[config.mk]
export PLATFORM = sky130hd
export DESIGN_NAME = osc_warmup_timer
export DESIGN_NICKNAME = d
export VERILOG_FILES = /design/src/rtl/wut_pkg.sv /design/src/rtl/wut_cfg.sv /design/src/rtl/wut_len.sv /design/src/rtl/wut_cnt.sv /design/src/rtl/osc_warmup_timer.sv
export SDC_FILE = /design/constraint.sdc
export NUM_CORES = 1
export LEC_CHECK = 0
export ABC_AREA = 1
export BUFFER_PORTS_ARGS = -buffer_cell sky130_fd_sc_hd__buf_2
export CAP_MARGIN = 30
export CORE_UTILIZATION = 60
export CTS_CLUSTER_DIAMETER = 100
export DETAILED_ROUTE_END_ITERATION = 6
export GPL_TIMING_DRIVEN = 0
export PLACE_DENSITY = 0.86
export SETUP_SLACK_MARGIN = 0.05
export SLEW_MARGIN = 10
export SYNTH_ARGS = -nofsm -noshare
export SYNTH_HDL_FRONTEND = slang
export SYNTH_SLANG_ARGS = --single-unit
[constraint.sdc]
create_clock -name clk -period 2.2 [get_ports clk]
set_input_delay 0.11 -clock clk [delete_from_list [all_inputs] [get_ports clk]]
set_output_delay 0.11 -clock clk [all_outputs]
set_load 0.1 [all_outputs]
[src/rtl/wut_pkg.sv]
package wut_pkg;
   typedef enum logic [1:0] {
      WU_LOWSPD = 2'b00,
      WU_SHORT  = 2'b01,
      WU_MID    = 2'b10,
      WU_LONG   = 2'b11
   } wu_code_e;

   function automatic int unsigned max2(input int unsigned a, input int unsigned b);
      return (a > b) ? a : b;
   endfunction
endpackage

[src/rtl/wut_cfg.sv]
module wut_cfg #(
   parameter logic [1:0] WU_RST = 2'b10,
   parameter logic       LK_RST = 1'b0
) (
   input  logic       clk,
   input  logic       rst_n,
   input  logic       busy,
   input  logic       wu_we,
   input  logic [1:0] wu_wd,
   input  logic       lk_we,
   input  logic       lk_wd,
   output logic [1:0] wu_q,
   output logic       lk_q,
   output logic       err_q
);
   always_ff @(posedge clk or negedge rst_n) begin
      if (!rst_n) begin
         wu_q  <= WU_RST;
         lk_q  <= LK_RST;
         err_q <= 1'b0;
      end else begin
         if (wu_we) begin
            if (busy) err_q <= 1'b1;
            else      wu_q  <= wu_wd;
         end
         if (lk_we) lk_q <= lk_wd;
      end
   end
endmodule

[src/rtl/wut_len.sv]
module wut_len #(
   parameter int unsigned WU_E1 = 8,
   parameter int unsigned WU_E2 = 14,
   parameter int unsigned WU_E3 = 16,
   parameter int unsigned LK_E0 = 16,
   parameter int unsigned LK_E1 = 12,
   parameter int unsigned LS_E  = 2,
   parameter bit          LS_ENABLE = 1'b1,
   parameter int unsigned CW    = 17
) (
   input  logic [1:0]    wu_code,
   input  logic          lk_code,
   input  logic          bypass,
   output logic [CW-1:0] wu_len,
   output logic [CW-1:0] lk_len,
   output logic [CW-1:0] end_len,
   output logic          slow
);
   import wut_pkg::*;
   localparam logic [CW-1:0] LEN_W1 = CW'(64'd1 << WU_E1);
   localparam logic [CW-1:0] LEN_W2 = CW'(64'd1 << WU_E2);
   localparam logic [CW-1:0] LEN_W3 = CW'(64'd1 << WU_E3);
   localparam logic [CW-1:0] LEN_L0 = CW'(64'd1 << LK_E0);
   localparam logic [CW-1:0] LEN_L1 = CW'(64'd1 << LK_E1);
   localparam logic [CW-1:0] LEN_LS = CW'(64'd1 << LS_E);

   logic [CW-1:0] lk_raw;

   generate
      if (LS_ENABLE) begin : g_ls
         assign slow = (wu_code == WU_LOWSPD);
         always_comb begin
            unique case (wu_code)
               WU_LOWSPD: wu_len = LEN_LS;
               WU_SHORT:  wu_len = LEN_W1;
               WU_MID:    wu_len = LEN_W2;
               default:   wu_len = LEN_W3;
            endcase
         end
      end else begin : g_nols
         assign slow = 1'b0;
         always_comb begin
            unique case (wu_code)
               WU_MID:  wu_len = LEN_W2;
               WU_LONG: wu_len = LEN_W3;
               default: wu_len = LEN_W1;
            endcase
         end
      end
   endgenerate

   assign lk_raw  = lk_code ? LEN_L1 : LEN_L0;
   assign lk_len  = bypass ? wu_len : lk_raw;
   assign end_len = (lk_len > wu_len) ? lk_len : wu_len;
endmodule

[src/rtl/wut_cnt.sv]
module wut_cnt #(
   parameter int unsigned CW = 17
) (
   input  logic          clk,
   input  logic          rst_n,
   input  logic          start_ok,
   input  logic          ls_tick,
   input  logic [CW-1:0] wu_len,
   input  logic [CW-1:0] lk_len,
   input  logic [CW-1:0] end_len,
   input  logic          slow,
   output logic          running,
   output logic          wu_end,
   output logic          lock_busy,
   output logic          done
);
   logic [CW-1:0] cnt, wu_len_q, lk_len_q, end_len_q;
   logic          slow_q;
   logic [CW-1:0] cnt_nx;
   logic          adv;

   assign cnt_nx = cnt + CW'(1);
   assign adv    = running && (!slow_q || ls_tick);

   always_ff @(posedge clk or negedge rst_n) begin
      if (!rst_n) begin
         cnt       <= '0;
         wu_len_q  <= '0;
         lk_len_q  <= '0;
         end_len_q <= '0;
         slow_q    <= 1'b0;
         running   <= 1'b0;
         wu_end    <= 1'b0;
         lock_busy <= 1'b0;
         done      <= 1'b0;
      end else begin
         done <= 1'b0;
         if (start_ok) begin
            cnt       <= '0;
            wu_len_q  <= wu_len;
            lk_len_q  <= lk_len;
            end_len_q <= end_len;
            slow_q    <= slow;
            running   <= 1'b1;
            wu_end    <= 1'b0;
            lock_busy <= 1'b1;
         end else if (adv) begin
            cnt <= cnt_nx;
            if (cnt_nx == wu_len_q) wu_end    <= 1'b1;
            if (cnt_nx == lk_len_q) lock_busy <= 1'b0;
            if (cnt_nx == end_len_q) begin
               done    <= 1'b1;
               running <= 1'b0;
            end
         end
      end
   end
endmodule

[src/rtl/osc_warmup_timer.sv]
module osc_warmup_timer #(
   parameter int unsigned WU_E1 = 8,
   parameter int unsigned WU_E2 = 14,
   parameter int unsigned WU_E3 = 16,
   parameter int unsigned LK_E0 = 16,
   parameter int unsigned LK_E1 = 12,
   parameter int unsigned LS_E  = 2,
   parameter bit          LS_ENABLE = 1'b1,
   parameter logic [1:0]  WU_RST = 2'b10
) (
   input  logic       clk,
   input  logic       rst_n,
   input  logic       ls_tick,
   input  logic       pll_bypass,
   input  logic       sw_start,
   input  logic       hw_start,
   input  logic       wu_sel_we,
   input  logic [1:0] wu_sel_wd,
   input  logic       lk_sel_we,
   input  logic       lk_sel_wd,
   output logic [1:0] wu_sel_q,
   output logic       lk_sel_q,
   output logic       wu_end,
   output logic       lock_busy,
   output logic       done,
   output logic       cfg_err
);
   import wut_pkg::*;
   localparam int unsigned EMAX = max2(max2(max2(WU_E1, WU_E2), max2(WU_E3, LK_E0)),
                                       max2(LK_E1, LS_E));
   localparam int unsigned CW = EMAX + 1;

   initial begin
      assert (EMAX < 31) else $error("length exponent too large");
      assert (WU_E1 > 0 && LK_E1 > 0 && LK_E0 > 0 && LS_E > 0) else $error("zero length exponent");
   end

   logic          running;
   logic          start_ok;
   logic [CW-1:0] wu_len, lk_len, end_len;
   logic          slow;

   assign start_ok = (sw_start || hw_start) && !running && !lock_busy;

   wut_cfg #(.WU_RST(WU_RST), .LK_RST(1'b0)) u_cfg (
      .clk(clk), .rst_n(rst_n), .busy(running),
      .wu_we(wu_sel_we), .wu_wd(wu_sel_wd),
      .lk_we(lk_sel_we), .lk_wd(lk_sel_wd),
      .wu_q(wu_sel_q), .lk_q(lk_sel_q), .err_q(cfg_err)
   );

   wut_len #(
      .WU_E1(WU_E1), .WU_E2(WU_E2), .WU_E3(WU_E3),
      .LK_E0(LK_E0), .LK_E1(LK_E1), .LS_E(LS_E),
      .LS_ENABLE(LS_ENABLE), .CW(CW)
   ) u_len (
      .wu_code(wu_sel_q), .lk_code(lk_sel_q), .bypass(pll_bypass),
      .wu_len(wu_len), .lk_len(lk_len), .end_len(end_len), .slow(slow)
   );

   wut_cnt #(.CW(CW)) u_cnt (
      .clk(clk), .rst_n(rst_n), .start_ok(start_ok), .ls_tick(ls_tick),
      .wu_len(wu_len), .lk_len(lk_len), .end_len(end_len), .slow(slow),
      .running(running), .wu_end(wu_end), .lock_busy(lock_busy), .done(done)
   );
endmodule

* Word-level counts from Yosys, hierarchy flattened *
Index checks and enable logic that the tools add are counted.

word-level totals
  register bits = 77
  bits in latches = 0
  memory bits (writable) = 0
  bits in read-only memories = 0
  bits of input ports = 11
  output and inout port bits = 7
  memories kept = 0

operators by class
  add/sub/neg operators = 1
  $mul = 0
  div/mod/pow operators = 0
  order comparisons = 1
  equal/unequal tests = 5
  shift-type cells = 0
  multiplexer cells = 18
  bitwise operators = 1
  reductions and logical operators = 18

operators with widths
  operator                                                               number
  17-bit 2-to-1 mux                                                      5
  17-bit equality test                                                   3
  17-bit one-hot mux with 3 select lines                                 1
  17-bit by 1-bit adder with 17-bit output, second input constant        1
  17-bit > comparator                                                    1
  1-bit 2-to-1 mux                                                       12
  2-bit AND reduction                                                    5
  2-bit nonzero test                                                     4
  1-bit logical AND                                                      3
  1-bit logical NOT                                                      3
  2-bit by 1-bit equality test with 1-bit output, second input constant  1
  2-bit equality test, second input constant                             1
  2-bit logical NOT                                                      1
  1-bit logical OR                                                       2
  1-bit NOT                                                              1

* Longest topological paths before layout *
Gate-level depths: netlist (run 1).

  word-level depth = 5
  mapped depth = 14

* By module *
A second synthesis (run 1) with hierarchy kept.

second synthesis, totals
  cell total of the unflattened synthesis = 649
  area total of the unflattened synthesis = 4,653.2 µm²

by module, submodules not included
  module            times used  cells each  area an instance (µm²)  sequential area each (µm²)
  wut_cnt           1           551         4,012.6                 1,826.8
  wut_len           1           77          466.7                   0.0
  wut_cfg           1           16          155.1                   101.3
  osc_warmup_timer  1           5           18.8                    0.0

* Worst setup path before layout (run 1) *
No wires, ideal clock.

  path type = flip-flop to flip-flop
  from = register u_cfg.lk_q
  to = register u_cnt.end_len_q[2]
  library setup time = 0.127 ns
  arrival = 2.245 ns
  required time = 2.073 ns
  path slack = -0.172 ns
  cell stages (with the launch flop) = 12
  clock period less this slack = 2.372 ns
  cells stage by stage = dfrtp_1 inv_1 nor2_1 inv_1 o21ai_0 inv_1 ha_1 o31ai_1 o21bai_1 nand2_1 nor2_1 o21ai_0

between the ends
  word-level cells in the longest chain between the ends = 4

ends and longest elaborated chain
  element                 RTL line                source
  from (decl)             wut_cfg.sv:13           output logic lk_q,
  from (signal assigned)  wut_cfg.sv:26           if (lk_we) lk_q <= lk_wd;
  17-bit 2-to-1 mux       wut_len.sv:52           assign lk_raw = lk_code ? LEN_L1 : LEN_L0;
  17-bit 2-to-1 mux       wut_len.sv:53           assign lk_len = bypass ? wu_len : lk_raw;
  net lk_len[16]          osc_warmup_timer.sv:40  logic [CW-1:0] wu_len, lk_len, end_len;
  17-bit > comparator     wut_len.sv:54           assign end_len = (lk_len > wu_len) ? lk_len : wu_len;
  17-bit 2-to-1 mux       wut_len.sv:54
  to (signal assigned)    wut_cnt.sv:42           end_len_q <= end_len;
  to (decl)               wut_cnt.sv:17           logic [CW-1:0] cnt, wu_len_q, lk_len_q, end_len_q;

The timed path passes the listed nets, and every way through them passes these cells.
A chain may end at the register's enable or synchronous reset.

* Final worst setup path (run 1) *
  from = register u_cnt.cnt[0]
  to = register u_cnt.running

between the ends
  word-level cells in the longest chain between the ends = 4

ends and longest elaborated chain
  element                                   RTL line       source
  from (decl)                               wut_cnt.sv:17
  from (signal assigned)                    wut_cnt.sv:48  cnt <= cnt_nx;
  17-bit by 1-bit adder with 17-bit output  wut_cnt.sv:22  assign cnt_nx = cnt + CW'(1);
  17-bit equality test                      wut_cnt.sv:51  if (cnt_nx == end_len_q) begin
  2-bit nonzero test (no source line)       n/a
  2-bit AND reduction (no source line)      n/a
  to (signal assigned)                      wut_cnt.sv:32  running <= 1'b0;
  to (signal assigned)                      wut_cnt.sv:44  running <= 1'b1;
  to (signal assigned)                      wut_cnt.sv:53  running <= 1'b0;
  to (decl)                                 wut_cnt.sv:12  output logic running,

No other way between the ends.

==> flow_results.xml, run 1 <==
<?xml version="1.0" encoding="UTF-8"?>
<metrics>
  <group name="synthesis">
    <metric name="warnings_synthesis" unit="">0</metric>
    <metric name="syn-num-nets" unit="">349</metric>
    <metric name="syn_area" unit="µm²">2380</metric>
    <metric name="post-synth-top-area-fraction" unit="%">39.9</metric>
    <metric name="yosys_top_cell_by_area" unit="">sky130_fd_sc_hd__dfrtp_1</metric>
    <metric name="synth.ff_latch_count" unit="">39</metric>
    <metric name="synthesis.instances" unit="">335</metric>
    <metric name="postSynthAreaPerCell" unit="µm²">7.11</metric>
    <metric name="register_area_share_after_synthesis" unit="%">41.0</metric>
    <metric name="number_of_distinct_standard_cells_referenced_by_the_synthesized_netlist" unit="">27</metric>
    <metric name="yosys-top-cells-area" unit="">sky130_fd_sc_hd__dfrtp_1, sky130_fd_sc_hd__nand2_1, sky130_fd_sc_hd__inv_1</metric>
  </group>
  <group name="setup_path">
    <metric name="cp-start-kind" unit="">flip-flop</metric>
    <metric name="worst_ep_required_time" unit="ns">2.39</metric>
    <metric name="cp-end-kind" unit="">flip-flop</metric>
    <metric name="timing.setup.critical_path_class" unit="">reg2reg</metric>
    <metric name="worst-path-max-fanout" unit="">7</metric>
    <metric name="timing.reg2reg.worst_path_depth" unit="">13</metric>
    <metric name="wp_data_arrival" unit="ns">2.19</metric>
  </group>
  <group name="power">
    <metric name="reg_power_share" unit="%">43.6</metric>
    <metric name="power_frac_comb" unit="%">34.6</metric>
    <metric name="fin_total_pwr" unit="mW">2.16</metric>
    <metric name="leakagePower" unit="nW">1.33</metric>
    <metric name="vdd_ir_drop_max" unit="V">0.000575</metric>
    <metric name="clock_power_share" unit="%">21.8</metric>
    <metric name="swShare" unit="%">39.7</metric>
    <metric name="p_per_area" unit="nW/µm²">813</metric>
    <metric name="cellInternalPower" unit="mW">1.30</metric>
    <metric name="p_sw" unit="mW">0.860</metric>
  </group>
  <group name="sta">
    <metric name="report.final.hold_viol_count" unit="">0</metric>
    <metric name="post-route-period-util" unit="%">90.9</metric>
    <metric name="grt_setup_unrepaired" unit="">false</metric>
    <metric name="final_layout_setup_total_negative_slack" unit="ns">0</metric>
    <metric name="worst_pin_slew" unit="ns">0.535</metric>
    <metric name="finalWorstSetupSlack" unit="ns">0.199</metric>
    <metric name="finalMaxSlewViolations" unit="">0</metric>
    <metric name="setup_viol_count_final" unit="">0</metric>
    <metric name="slew_headroom" unit="%">64.4</metric>
    <metric name="achievable-frequency" unit="MHz">500</metric>
    <metric name="timing.clock.skew" unit="ns">0.0178</metric>
    <metric name="period_minus_slack" unit="ns">2.00</metric>
  </group>
  <group name="cells_and_area">
    <metric name="fillCellCount" unit="">326</metric>
    <metric name="sequential_cell_area" unit="µm²">981</metric>
    <metric name="area_growth" unit="%">11.7</metric>
    <metric name="final_cells" unit="">412</metric>
    <metric name="design.final.nets" unit="">377</metric>
    <metric name="drive_gt1_share" unit="%">14.8</metric>
    <metric name="antenna-diode-count" unit="">0</metric>
    <metric name="multi_input_comb_area" unit="µm²">1200</metric>
  </group>
  <group name="floorplan">
    <metric name="chipWidth" unit="µm">65.0</metric>
    <metric name="floorplan.die_area" unit="µm²">4230</metric>
    <metric name="std_cell_rows" unit="">22</metric>
    <metric name="fp.dieH" unit="µm">65.0</metric>
    <metric name="floorplan.initialDensity" unit="%">63.6</metric>
    <metric name="core" unit="µm²">3740</metric>
    <metric name="ioPinCount" unit="">18</metric>
  </group>
  <group name="routing">
    <metric name="drtAntennaViolNets" unit="">0</metric>
    <metric name="route.vias.total" unit="">2304</metric>
    <metric name="number_of_detailed_route_iterations_in_the_first_pass" unit="">5</metric>
    <metric name="drcViolationCount" unit="">0</metric>
    <metric name="finalWirelength" unit="µm">5550</metric>
    <metric name="drtIter0Drc" unit="">150</metric>
    <metric name="via_per_inst" unit="">5.59</metric>
    <metric name="wl_per_cell" unit="µm">13.5</metric>
  </group>
  <group name="clock_tree">
    <metric name="cts-root-to-sink-buffers" unit="">2</metric>
    <metric name="clock_tree.root_cell" unit="">sky130_fd_sc_hd__clkbuf_8</metric>
    <metric name="cts-buffers-inserted" unit="">5</metric>
    <metric name="cts_tree" unit="">built</metric>
    <metric name="cts.sink_count" unit="">39</metric>
    <metric name="clock_latency" unit="ns">0.30</metric>
    <metric name="clk_pin_slew_worst_paths" unit="ns">0.07</metric>
    <metric name="cts.htree.levels" unit="">2</metric>
  </group>
  <group name="placement">
    <metric name="dp_hpwl" unit="µm">4140</metric>
    <metric name="dp_slack" unit="ns">0.156</metric>
    <metric name="finalWeightedCongestion" unit="">0.850</metric>
    <metric name="placedCellCount" unit="">400</metric>
    <metric name="io_buffers" unit="">17</metric>
  </group>
  <group name="global_routing">
    <metric name="via_count_of_the_first_global_routing_pass" unit="">2055</metric>
    <metric name="antenna_found_initial" unit="">0</metric>
    <metric name="grt.overflow.total" unit="">0</metric>
    <metric name="grt_start_max_net_pins" unit="">40</metric>
    <metric name="gr-usage-all-layers" unit="%">28.1</metric>
    <metric name="grt_pass1_wl" unit="µm">8810</metric>
  </group>
  <group name="run_status">
    <metric name="status" unit="">finished clean</metric>
  </group>
  <group name="run">
    <metric name="drv_cap" unit="">0</metric>
  </group>
  <group name="worst_hold_path">
    <metric name="min_path_type" unit="">in2reg</metric>
    <metric name="hold_path_depth" unit="">2</metric>
  </group>
</metrics>
## worst max-delay path: stages (launching register included)
cell	delay, ns
sky130_fd_sc_hd__dfrtp_2	0.40
sky130_fd_sc_hd__ha_2	0.21
sky130_fd_sc_hd__nand2_2	0.10
sky130_fd_sc_hd__nor2_4	0.25
sky130_fd_sc_hd__nand2_1	0.11
sky130_fd_sc_hd__nand2_1	0.07
sky130_fd_sc_hd__nand2_1	0.05
sky130_fd_sc_hd__nor2_1	0.10
sky130_fd_sc_hd__nand2_1	0.07
sky130_fd_sc_hd__nor2_1	0.12
sky130_fd_sc_hd__nand2_1	0.10
sky130_fd_sc_hd__nand3b_1	0.21
sky130_fd_sc_hd__nand2_1	0.08
sky130_fd_sc_hd__inv_1	0.03
## area by class of cell
class | instances | area share, %
clock buffer | 8 | 3.01
buffer | 4 | 0.564
inverter | 52 | 7.33
sequential | 39 | 36.9
timing repair buffer | 21 | 4.89
multi-input combinational | 240 | 45.1
tap | 48 | 2.26
## cells by family (layout without fill, tap and decap cells)
family | Yosys count | count (layout) | synth area share (%)
compound gates | 48 | 48 | 11.4
xor+xnor | 5 | 5 | 1.84
fa+ha+maj | 3 | 3 | 1.58
buf+inv | 56 | 85 | 8.82
flops | 39 | 39 | 41.0
simple gates | 184 | 184 | 35.3
## cells in the mapped netlist
master / instances
sky130_fd_sc_hd__o22ai_1: 16
sky130_fd_sc_hd__xor2_1: 5
sky130_fd_sc_hd__o21ai_1: 2
sky130_fd_sc_hd__and3_1: 1
sky130_fd_sc_hd__nand2_2: 8
sky130_fd_sc_hd__dfrtp_1: 38
sky130_fd_sc_hd__o21ai_2: 1
sky130_fd_sc_hd__o21bai_1: 1
sky130_fd_sc_hd__ha_1: 3
sky130_fd_sc_hd__and2_1: 1
sky130_fd_sc_hd__inv_2: 3
sky130_fd_sc_hd__a21o_1: 1
sky130_fd_sc_hd__o31ai_1: 1
sky130_fd_sc_hd__nand3_1: 34
sky130_fd_sc_hd__nor2_1: 33
sky130_fd_sc_hd__nor2_2: 4
sky130_fd_sc_hd__inv_1: 49
sky130_fd_sc_hd__clkbuf_1: 4
sky130_fd_sc_hd__dfstp_2: 1
sky130_fd_sc_hd__nand2_4: 1
sky130_fd_sc_hd__nand3b_1: 1
sky130_fd_sc_hd__o21ai_0: 21
sky130_fd_sc_hd__a21oi_1: 5
sky130_fd_sc_hd__nand2_1: 87
sky130_fd_sc_hd__nand4_1: 8
sky130_fd_sc_hd__nor2_4: 4
sky130_fd_sc_hd__nand3_2: 2
## metrics by stage
stage               cell area, µm²  hold WS (ns)  utilization, %
floorplan                     2380        -0.186               -
global placement              2530         0.268            67.6
detailed placement            2530         0.272            67.6
CTS                           2620        0.0113            70.0
global route                  2660        0.0199            71.1
finish                        2660        0.0228            71.1
## path summary, 6_finish.rpt
path                                   start             to  slack [ns]
max in group asynchronous              rst_n  u_cfg.wu_q[1]        1.55
worst min register to register   u_cfg.err_q    u_cfg.err_q        0.47
worst max register to register  u_cnt.cnt[0]  u_cnt.running        0.20
worst min-delay path               lk_sel_we     u_cfg.lk_q        0.02
min in group asynchronous              rst_n   u_cnt.cnt[5]        0.16
worst max-delay path            u_cnt.cnt[0]  u_cnt.running        0.20
## state kept, by name, summed over array words and instances (netlist names), 2 cells and up
| name | cells |
|---|---|
| u_cnt.cnt | 17 |
| u_cfg.wu_q | 2 |
| u_cnt.lk_len_q | 5 |
| u_cnt.wu_len_q | 4 |
| u_cnt.end_len_q | 5 |
## timing repair
| action | in CTS | in global routing |
|---|---|---|
| hold endpoints to repair | 38 | 0 |
| hold buffers | 1 | 0 |
| endpoints found under the setup margin | 0 | 7 |
| buffers inserted | 0 | 2 |
| gates resized for setup | 0 | 4 |
## cell usage in the layout (no fill, tap or decap), types with 3 or more instances in the layout
cell                       instances
sky130_fd_sc_hd__dfrtp_1          35
sky130_fd_sc_hd__inv_2             3
sky130_fd_sc_hd__clkbuf_1          7
sky130_fd_sc_hd__o21ai_0          20
sky130_fd_sc_hd__nor2_4            4
sky130_fd_sc_hd__xor2_1            5
sky130_fd_sc_hd__clkbuf_8          5
sky130_fd_sc_hd__nor2_2            5
sky130_fd_sc_hd__nand2_1          87
sky130_fd_sc_hd__o22ai_1          16
sky130_fd_sc_hd__nand2_2           8
sky130_fd_sc_hd__o21ai_1           3
sky130_fd_sc_hd__a21oi_1           5
sky130_fd_sc_hd__dfrtp_2           3
sky130_fd_sc_hd__nand3_1          34
sky130_fd_sc_hd__nand4_1           8
sky130_fd_sc_hd__inv_1            49
sky130_fd_sc_hd__buf_2            17
sky130_fd_sc_hd__nor2_1           32
## per-layer routing
layer,up-vias,part of all wire (%),global-route usage (%)
met5,-,0,0
met4,0,2.1,12.5
met3,14,5.6,6.34
met2,87,48,47.3
met1,1060,44,34.1
li1,1143,-,-
## power by group through the flow
stage          Sequential [mW]  Clock (mW)  Combinational, mW
3_3_place_gp             0.950           0              0.686
2_1_floorplan            0.961           0              0.521
6_report                 0.944       0.472              0.749
3_5_place_dp             0.957           0              0.704
4_1_cts                  0.943       0.487              0.709
5_1_grt                  0.955       0.507              0.839
(Power assumes the default switching activity.)
==> inputs of run 2 (changes only) <==
--- a/config.mk
+++ b/config.mk
@@ -8,12 +8,15 @@
 export ABC_AREA = 1
 export BUFFER_PORTS_ARGS = -buffer_cell sky130_fd_sc_hd__buf_2
 export CAP_MARGIN = 30
+export CORE_MARGIN = 2
 export CORE_UTILIZATION = 60
+export CTS_BUF_LIST = sky130_fd_sc_hd__clkbuf_4 sky130_fd_sc_hd__clkbuf_8 sky130_fd_sc_hd__clkbuf_16
 export CTS_CLUSTER_DIAMETER = 100
 export DETAILED_ROUTE_END_ITERATION = 6
 export GPL_TIMING_DRIVEN = 0
 export PLACE_DENSITY = 0.86
 export SETUP_SLACK_MARGIN = 0.05
+export SKIP_CTS_REPAIR_TIMING = 1
 export SLEW_MARGIN = 10
 export SYNTH_ARGS = -nofsm -noshare
 export SYNTH_HDL_FRONTEND = slang
==> run 2 against run 1 <==
  * Setup slack worse by 0.0032 ns
  * Via count decreased by 1.3%
  * Non-clock buffer count grew 3
  * Critical path depth unchanged
==> flow_results.xml, run 2 (synthesized netlist as in run 1, its figures left out) <==
<?xml version="1.0" encoding="UTF-8"?>
<metrics>
  <group name="sta">
    <metric name="finalWorstSetupSlack" unit="ns">0.196</metric>
    <metric name="report.final.hold_viol_count" unit="">0</metric>
    <metric name="slew_headroom" unit="%">65.7</metric>
    <metric name="setup_viol_count_final" unit="">0</metric>
    <metric name="grt_setup_unrepaired" unit="">true</metric>
    <metric name="achievable-frequency" unit="MHz">499</metric>
    <metric name="finalMaxSlewViolations" unit="">0</metric>
    <metric name="timing.clock.skew" unit="ns">0.00486</metric>
    <metric name="worst_pin_slew" unit="ns">0.515</metric>
    <metric name="whs" unit="ns">0.0199</metric>
    <metric name="post-route-period-util" unit="%">91.1</metric>
    <metric name="period_minus_slack" unit="ns">2.00</metric>
  </group>
  <group name="power">
    <metric name="clock_power_share" unit="%">22.8</metric>
    <metric name="p_per_area" unit="nW/µm²">821</metric>
    <metric name="swShare" unit="%">39.3</metric>
    <metric name="p_sw" unit="mW">0.868</metric>
    <metric name="cellInternalPower" unit="mW">1.34</metric>
    <metric name="reg_power_share" unit="%">42.8</metric>
    <metric name="leakagePower" unit="nW">1.36</metric>
    <metric name="power_frac_comb" unit="%">34.4</metric>
    <metric name="vdd_ir_drop_max" unit="V">0.000586</metric>
  </group>
  <group name="placement">
    <metric name="placed_area" unit="µm²">2530</metric>
    <metric name="finalWeightedCongestion" unit="">0.891</metric>
    <metric name="io_buffers" unit="">17</metric>
    <metric name="dp_slack" unit="ns">0.179</metric>
    <metric name="dp_hpwl" unit="µm">4000</metric>
  </group>
  <group name="setup_path">
    <metric name="cp-start-kind" unit="">flip-flop</metric>
    <metric name="timing.setup.critical_path_class" unit="">reg2reg</metric>
    <metric name="critical-path-max-stage-delay" unit="ns">0.40</metric>
    <metric name="wp_data_arrival" unit="ns">2.20</metric>
    <metric name="cp-end-kind" unit="">flip-flop</metric>
    <metric name="worst_ep_required_time" unit="ns">2.39</metric>
    <metric name="cpMaxStageDelayCell" unit="">sky130_fd_sc_hd__dfrtp_2</metric>
    <metric name="cp_common_cell" unit="">sky130_fd_sc_hd__nand2_1</metric>
    <metric name="timing.critical_path.cells" unit="">ha_2 -&gt; nand2_2 -&gt; nor2_4 -&gt; nand2_1 -&gt; nand2_1 -&gt; nand2_1 -&gt; nor2_1 -&gt; nand2_1 -&gt; nor2_1 -&gt; nand2_1 -&gt; nand3b_1 -&gt; nand2_1 -&gt; inv_1</metric>
    <metric name="worst-path-max-fanout" unit="">7</metric>
  </group>
  <group name="clock_tree">
    <metric name="cts.sink_count" unit="">39</metric>
    <metric name="cts.htree.levels" unit="">2</metric>
    <metric name="cts_tree" unit="">built</metric>
    <metric name="clk_pin_slew_worst_paths" unit="ns">0.07</metric>
    <metric name="cts-buffers-inserted" unit="">5</metric>
    <metric name="clock_tree.root_cell" unit="">sky130_fd_sc_hd__clkbuf_8</metric>
    <metric name="clock_latency" unit="ns">0.30</metric>
    <metric name="cts-root-to-sink-buffers" unit="">2</metric>
  </group>
  <group name="cells_and_area">
    <metric name="mostFrequentLayoutCell" unit="">sky130_fd_sc_hd__nand2_1</metric>
    <metric name="fillCellCount" unit="">315</metric>
    <metric name="largest-register" unit="">u_cnt.cnt</metric>
    <metric name="drive_gt1_share" unit="%">16.6</metric>
    <metric name="antenna-diode-count" unit="">0</metric>
    <metric name="sequential_cell_area" unit="µm²">982</metric>
    <metric name="final_cell_area" unit="µm²">2690</metric>
    <metric name="area_growth" unit="%">13.1</metric>
    <metric name="largest_register_ffs" unit="">17</metric>
    <metric name="highest_count_cells_in_the_layout_ignoring_fill_and_taps" unit="">sky130_fd_sc_hd__nand2_1, sky130_fd_sc_hd__inv_1, sky130_fd_sc_hd__nand3_1, sky130_fd_sc_hd__dfrtp_1, sky130_fd_sc_hd__nor2_1</metric>
    <metric name="design.final.nets" unit="">380</metric>
    <metric name="multi_input_comb_area" unit="µm²">1200</metric>
    <metric name="largestRegisters" unit="">u_cnt.cnt: 17 flops, u_cnt.end_len_q: 5 flops, u_cnt.lk_len_q: 5 flops</metric>
  </group>
  <group name="routing">
    <metric name="drcViolationCount" unit="">0</metric>
    <metric name="number_of_detailed_route_iterations_in_the_first_pass" unit="">5</metric>
    <metric name="finalWirelength" unit="µm">5460</metric>
    <metric name="wl_per_cell" unit="µm">13.2</metric>
    <metric name="route.vias.total" unit="">2274</metric>
    <metric name="via_per_inst" unit="">5.48</metric>
    <metric name="drtAntennaViolNets" unit="">0</metric>
    <metric name="drtIter0Drc" unit="">142</metric>
  </group>
  <group name="floorplan">
    <metric name="ioPinCount" unit="">18</metric>
    <metric name="fp.dieH" unit="µm">67.0</metric>
    <metric name="std_cell_rows" unit="">22</metric>
    <metric name="floorplan.initialDensity" unit="%">63.6</metric>
    <metric name="chipWidth" unit="µm">67.0</metric>
    <metric name="floorplan.die_area" unit="µm²">4490</metric>
    <metric name="core" unit="µm²">3740</metric>
  </group>
  <group name="run">
    <metric name="drv_cap" unit="">0</metric>
  </group>
  <group name="worst_hold_path">
    <metric name="min_path_type" unit="">in2reg</metric>
  </group>
  <group name="global_routing">
    <metric name="grt_start_max_net_pins" unit="">40</metric>
    <metric name="antenna_found_initial" unit="">0</metric>
    <metric name="gr-usage-all-layers" unit="%">27.1</metric>
    <metric name="grt.overflow.total" unit="">0</metric>
    <metric name="via_count_of_the_first_global_routing_pass" unit="">2072</metric>
    <metric name="grt_pass1_wl" unit="µm">9080</metric>
  </group>
  <group name="run_status">
    <metric name="status" unit="">finished clean</metric>
  </group>
</metrics>
==> run 2: cell types whose count changed in the layout (fill, tap and decap cells not counted), sizes merged <==
cell	previous run	this run
buf	20	23
clkbuf	12	11
clkinv	0	1
==> run 2: worst paths after layout <==
| kind | from | to | slack, ns | cells after the start |
|---|---|---|---|---|
| setup / recovery | u_cnt.cnt[0] | u_cnt.running | 0.20 | 13 |
| hold / removal | lk_sel_we | u_cfg.lk_q | 0.02 | 2 |
| setup reg to reg | u_cnt.cnt[0] | u_cnt.running | 0.20 | 13 |
| hold reg to reg | u_cfg.err_q | u_cfg.err_q | 0.46 | 1 |
| max in group asynchronous | rst_n | u_cfg.wu_q[1] | 1.58 | 3 |
| min in group asynchronous | rst_n | u_cnt.cnt[5] | 0.15 | 2 |
==> run 2: final cells by class <==
| class | instances | share of cell area [%] |
|---|---|---|
| Sequential cell | 39 | 36.5 |
| Timing Repair Buffer | 24 | 5.67 |
| Clock inverter | 1 | 0.186 |
| Multi-Input combinational cell | 240 | 44.5 |
| Buffer | 4 | 0.557 |
| Clock buffer | 7 | 3.11 |
| Tap cell | 48 | 2.23 |
| Inverter | 52 | 7.25 |
==> run 2: worst max-delay path, delay by kind of cell (launching register included) <==
| kind | cells | cell delay [ns] |
|---|---|---|
| AND/OR/NAND/NOR | 11 | 1.25 |
| flip-flops | 1 | 0.40 |
| adder cells (fa/ha/maj) | 1 | 0.21 |
| buffers and inverters | 1 | 0.04 |
==> run 2: power groups by stage <==
| stage | Sequential [mW] | Combinational (mW) | Clock, mW |
|---|---|---|---|
| after floorplan | 0.961 | 0.521 | 0 |
| after global placement | 0.951 | 0.682 | 0 |
| after detailed placement | 0.956 | 0.699 | 0 |
| after CTS | 0.942 | 0.705 | 0.509 |
| after global routing | 0.962 | 0.859 | 0.540 |
| final | 0.945 | 0.761 | 0.504 |
==> run 2: metrics by stage <==
| stage | util [%] | TNS, ns | power (mW) | std cells |
|---|---|---|---|---|
| 3_3_place_gp | 67.6 | 0 | 1.63 | 400 |
| 5_1_grt | 72.0 | -0.00691 | 2.36 | 415 |
| 4_1_cts | 70.0 | 0 | 2.16 | 408 |
| 2_1_floorplan | - | 0 | 1.48 | 335 |
| 3_5_place_dp | 67.6 | 0 | 1.65 | 400 |
| 6_report | 72.0 | 0 | 2.21 | 415 |
==> run 2: metal layers <==
layer | up-vias | wire [µm] | share of wire (%) | track usage [%]
li1 | 1143 | - | - | -
met1 | 1056 | 2510 | 46 | 35.3
met2 | 63 | 2530 | 46 | 43.3
met3 | 12 | 273 | 5.0 | 5.91
met4 | 0 | 141 | 2.6 | 11.5
met5 | - | 0 | 0 | 0
==> inputs of run 3 (changes only) <==
--- a/config.mk
+++ b/config.mk
@@ -8,13 +8,13 @@
 export ABC_AREA = 1
 export BUFFER_PORTS_ARGS = -buffer_cell sky130_fd_sc_hd__buf_2
 export CAP_MARGIN = 30
-export CORE_MARGIN = 2
 export CORE_UTILIZATION = 60
 export CTS_BUF_LIST = sky130_fd_sc_hd__clkbuf_4 sky130_fd_sc_hd__clkbuf_8 sky130_fd_sc_hd__clkbuf_16
 export CTS_CLUSTER_DIAMETER = 100
 export DETAILED_ROUTE_END_ITERATION = 6
 export GPL_TIMING_DRIVEN = 0
 export PLACE_DENSITY = 0.86
+export RECOVER_POWER = 100
 export SETUP_SLACK_MARGIN = 0.05
 export SKIP_CTS_REPAIR_TIMING = 1
 export SLEW_MARGIN = 10
==> run 3 against run 2 <==
  * Clock skew increased by 0.0096 ns
  * Sequential power is essentially flat
  * Hold slack improved by 0.0010 ns
  * Utilization fell by 1.3 points
  * Maximum frequency fell by 1.8%
  * Critical path type unchanged
  * Largest power group unchanged
  * Cell count down 0.72%
  * Critical path depth fell by 8
==> flow_results.xml, run 3 (synthesized netlist as in run 1, its figures left out) <==
<?xml version="1.0" encoding="UTF-8"?>
<metrics>
  <group name="run_status">
    <metric name="status" unit="">finished clean</metric>
  </group>
  <group name="cells_and_area">
    <metric name="fillCellCount" unit="">324</metric>
    <metric name="drive_gt1_share" unit="%">13.2</metric>
    <metric name="design.final.nets" unit="">377</metric>
    <metric name="largest_register_ffs" unit="">17</metric>
    <metric name="area_growth" unit="%">11.0</metric>
    <metric name="mostFrequentLayoutCell" unit="">sky130_fd_sc_hd__nand2_1</metric>
    <metric name="largest-register" unit="">u_cnt.cnt</metric>
    <metric name="largestRegisters" unit="">u_cnt.cnt: 17 flops, u_cnt.end_len_q: 5 flops, u_cnt.lk_len_q: 5 flops</metric>
    <metric name="final_cell_area" unit="µm²">2650</metric>
    <metric name="final_cells" unit="">412</metric>
    <metric name="antenna-diode-count" unit="">0</metric>
    <metric name="highest_count_cells_in_the_layout_ignoring_fill_and_taps" unit="">sky130_fd_sc_hd__nand2_1, sky130_fd_sc_hd__inv_1, sky130_fd_sc_hd__dfrtp_1</metric>
  </group>
  <group name="global_routing">
    <metric name="grt_start_max_net_pins" unit="">40</metric>
    <metric name="antenna_found_initial" unit="">0</metric>
    <metric name="gr-usage-all-layers" unit="%">28.1</metric>
    <metric name="via_count_of_the_first_global_routing_pass" unit="">2067</metric>
    <metric name="grt_pass1_wl" unit="µm">8830</metric>
    <metric name="grt.overflow.total" unit="">0</metric>
  </group>
  <group name="sta">
    <metric name="slew_headroom" unit="%">22.4</metric>
    <metric name="finalMaxSlewViolations" unit="">0</metric>
    <metric name="grt_setup_unrepaired" unit="">false</metric>
    <metric name="final_layout_setup_total_negative_slack" unit="ns">0</metric>
    <metric name="period_minus_slack" unit="ns">2.04</metric>
    <metric name="setup_viol_count_final" unit="">0</metric>
    <metric name="achievable-frequency" unit="MHz">490</metric>
    <metric name="worst_pin_slew" unit="ns">1.17</metric>
    <metric name="whs" unit="ns">0.0209</metric>
    <metric name="post-route-period-util" unit="%">92.8</metric>
    <metric name="report.final.hold_viol_count" unit="">0</metric>
    <metric name="timing.clock.skew" unit="ns">0.0145</metric>
  </group>
  <group name="routing">
    <metric name="drtAntennaViolNets" unit="">0</metric>
    <metric name="via_per_inst" unit="">5.50</metric>
    <metric name="wl_per_cell" unit="µm">13.6</metric>
    <metric name="drtIter0Drc" unit="">181</metric>
    <metric name="number_of_detailed_route_iterations_in_the_first_pass" unit="">4</metric>
    <metric name="route.vias.total" unit="">2265</metric>
    <metric name="drcViolationCount" unit="">0</metric>
    <metric name="finalWirelength" unit="µm">5620</metric>
  </group>
  <group name="worst_hold_path">
    <metric name="hold_path_depth" unit="">2</metric>
    <metric name="min_path_type" unit="">in2reg</metric>
  </group>
  <group name="clock_tree">
    <metric name="cts-buffers-inserted" unit="">5</metric>
    <metric name="cts-root-to-sink-buffers" unit="">2</metric>
    <metric name="cts.htree.levels" unit="">2</metric>
    <metric name="cts.sink_count" unit="">39</metric>
    <metric name="cts_tree" unit="">built</metric>
    <metric name="clock_tree.root_cell" unit="">sky130_fd_sc_hd__clkbuf_8</metric>
    <metric name="clk_pin_slew_worst_paths" unit="ns">0.08</metric>
    <metric name="clock_latency" unit="ns">0.30</metric>
  </group>
  <group name="placement">
    <metric name="io_buffers" unit="">17</metric>
    <metric name="dp_hpwl" unit="µm">4140</metric>
    <metric name="placedCellCount" unit="">400</metric>
    <metric name="placed_area" unit="µm²">2530</metric>
    <metric name="finalWeightedCongestion" unit="">0.850</metric>
  </group>
  <group name="setup_path">
    <metric name="cpMaxStageDelayCell" unit="">sky130_fd_sc_hd__o21ai_0</metric>
    <metric name="worst-path-max-fanout" unit="">10</metric>
    <metric name="cp-start-kind" unit="">flip-flop</metric>
    <metric name="wp_data_arrival" unit="ns">2.25</metric>
    <metric name="critical-path-max-stage-delay" unit="ns">0.47</metric>
    <metric name="worst_ep_required_time" unit="ns">2.41</metric>
    <metric name="cp-end-kind" unit="">flip-flop</metric>
    <metric name="timing.critical_path.cells" unit="">inv_1 -&gt; o21ai_0 -&gt; nand2_1 -&gt; clkbuf_1 -&gt; o22ai_1</metric>
    <metric name="timing.reg2reg.worst_path_depth" unit="">5</metric>
    <metric name="timing.setup.critical_path_class" unit="">reg2reg</metric>
    <metric name="reg2reg_slack" unit="ns">0.16</metric>
  </group>
  <group name="floorplan">
    <metric name="floorplan.initialDensity" unit="%">63.6</metric>
    <metric name="fp.dieH" unit="µm">65.0</metric>
    <metric name="core" unit="µm²">3740</metric>
    <metric name="floorplan.die_area" unit="µm²">4230</metric>
    <metric name="std_cell_rows" unit="">22</metric>
    <metric name="ioPinCount" unit="">18</metric>
    <metric name="chipWidth" unit="µm">65.0</metric>
  </group>
  <group name="power">
    <metric name="fin_total_pwr" unit="mW">2.20</metric>
    <metric name="leakagePower" unit="nW">1.32</metric>
    <metric name="p_per_area" unit="nW/µm²">833</metric>
    <metric name="vdd_ir_drop_max" unit="V">0.000572</metric>
  </group>
  <group name="run">
    <metric name="drv_cap" unit="">0</metric>
  </group>
</metrics>
run 3: critical path, delay by kind of cell (launching register included):
kind                   cells  cell delay, ns
and+or+nand+nor            1            0.40
AOI/OAI and AO/OA          2            0.76
buffers and inverters      2            0.44
DFF                        1            0.37
run 3: layer usage:
| layer | vias to the layer above | global-route usage (%) | wire length, µm |
|---|---|---|---|
| met5 | - | 0 | 0 |
| met4 | 0 | 12.5 | 122 |
| met3 | 12 | 6.34 | 257 |
| met2 | 64 | 47.1 | 2720 |
| met1 | 1048 | 34.4 | 2520 |
| li1 | 1141 | - | - |
run 3: cell type report:
| type | count | area [µm²] | area share [%] |
|---|---|---|---|
| Clock buffer | 8 | 91.3 | 3.45 |
| Inverter | 52 | 195 | 7.38 |
| Tap cell | 48 | 60.1 | 2.27 |
| Timing Repair Buffer | 21 | 105 | 3.97 |
| Buffer | 4 | 15.0 | 0.568 |
| Sequential cell | 39 | 981 | 37.1 |
| Multi-Input combinational cell | 240 | 1200 | 45.3 |
run 3: power by group:
part	switching, mW	internal (mW)
Combinational	0.495	0.250
Clock	0.251	0.263
Sequential	0.120	0.825
run 3: final timing paths:
check                                       start             to
worst max-delay path            u_cnt.wu_len_q[2]  u_cnt.cnt[10]
worst min-delay path                    lk_sel_we     u_cfg.lk_q
worst max register to register  u_cnt.wu_len_q[2]  u_cnt.cnt[10]
worst min register to register        u_cfg.err_q    u_cfg.err_q
max in group asynchronous                   rst_n     u_cfg.lk_q
min in group asynchronous                   rst_n   u_cnt.cnt[7]
run 3: through the flow:
stage          setup slack [ns]  util (%)
2_1_floorplan            0.0914         -
3_3_place_gp              0.206      67.6
3_5_place_dp              0.156      67.6
4_1_cts                   0.132      70.0
5_1_grt                  0.0413      70.7
6_report                  0.159      70.7
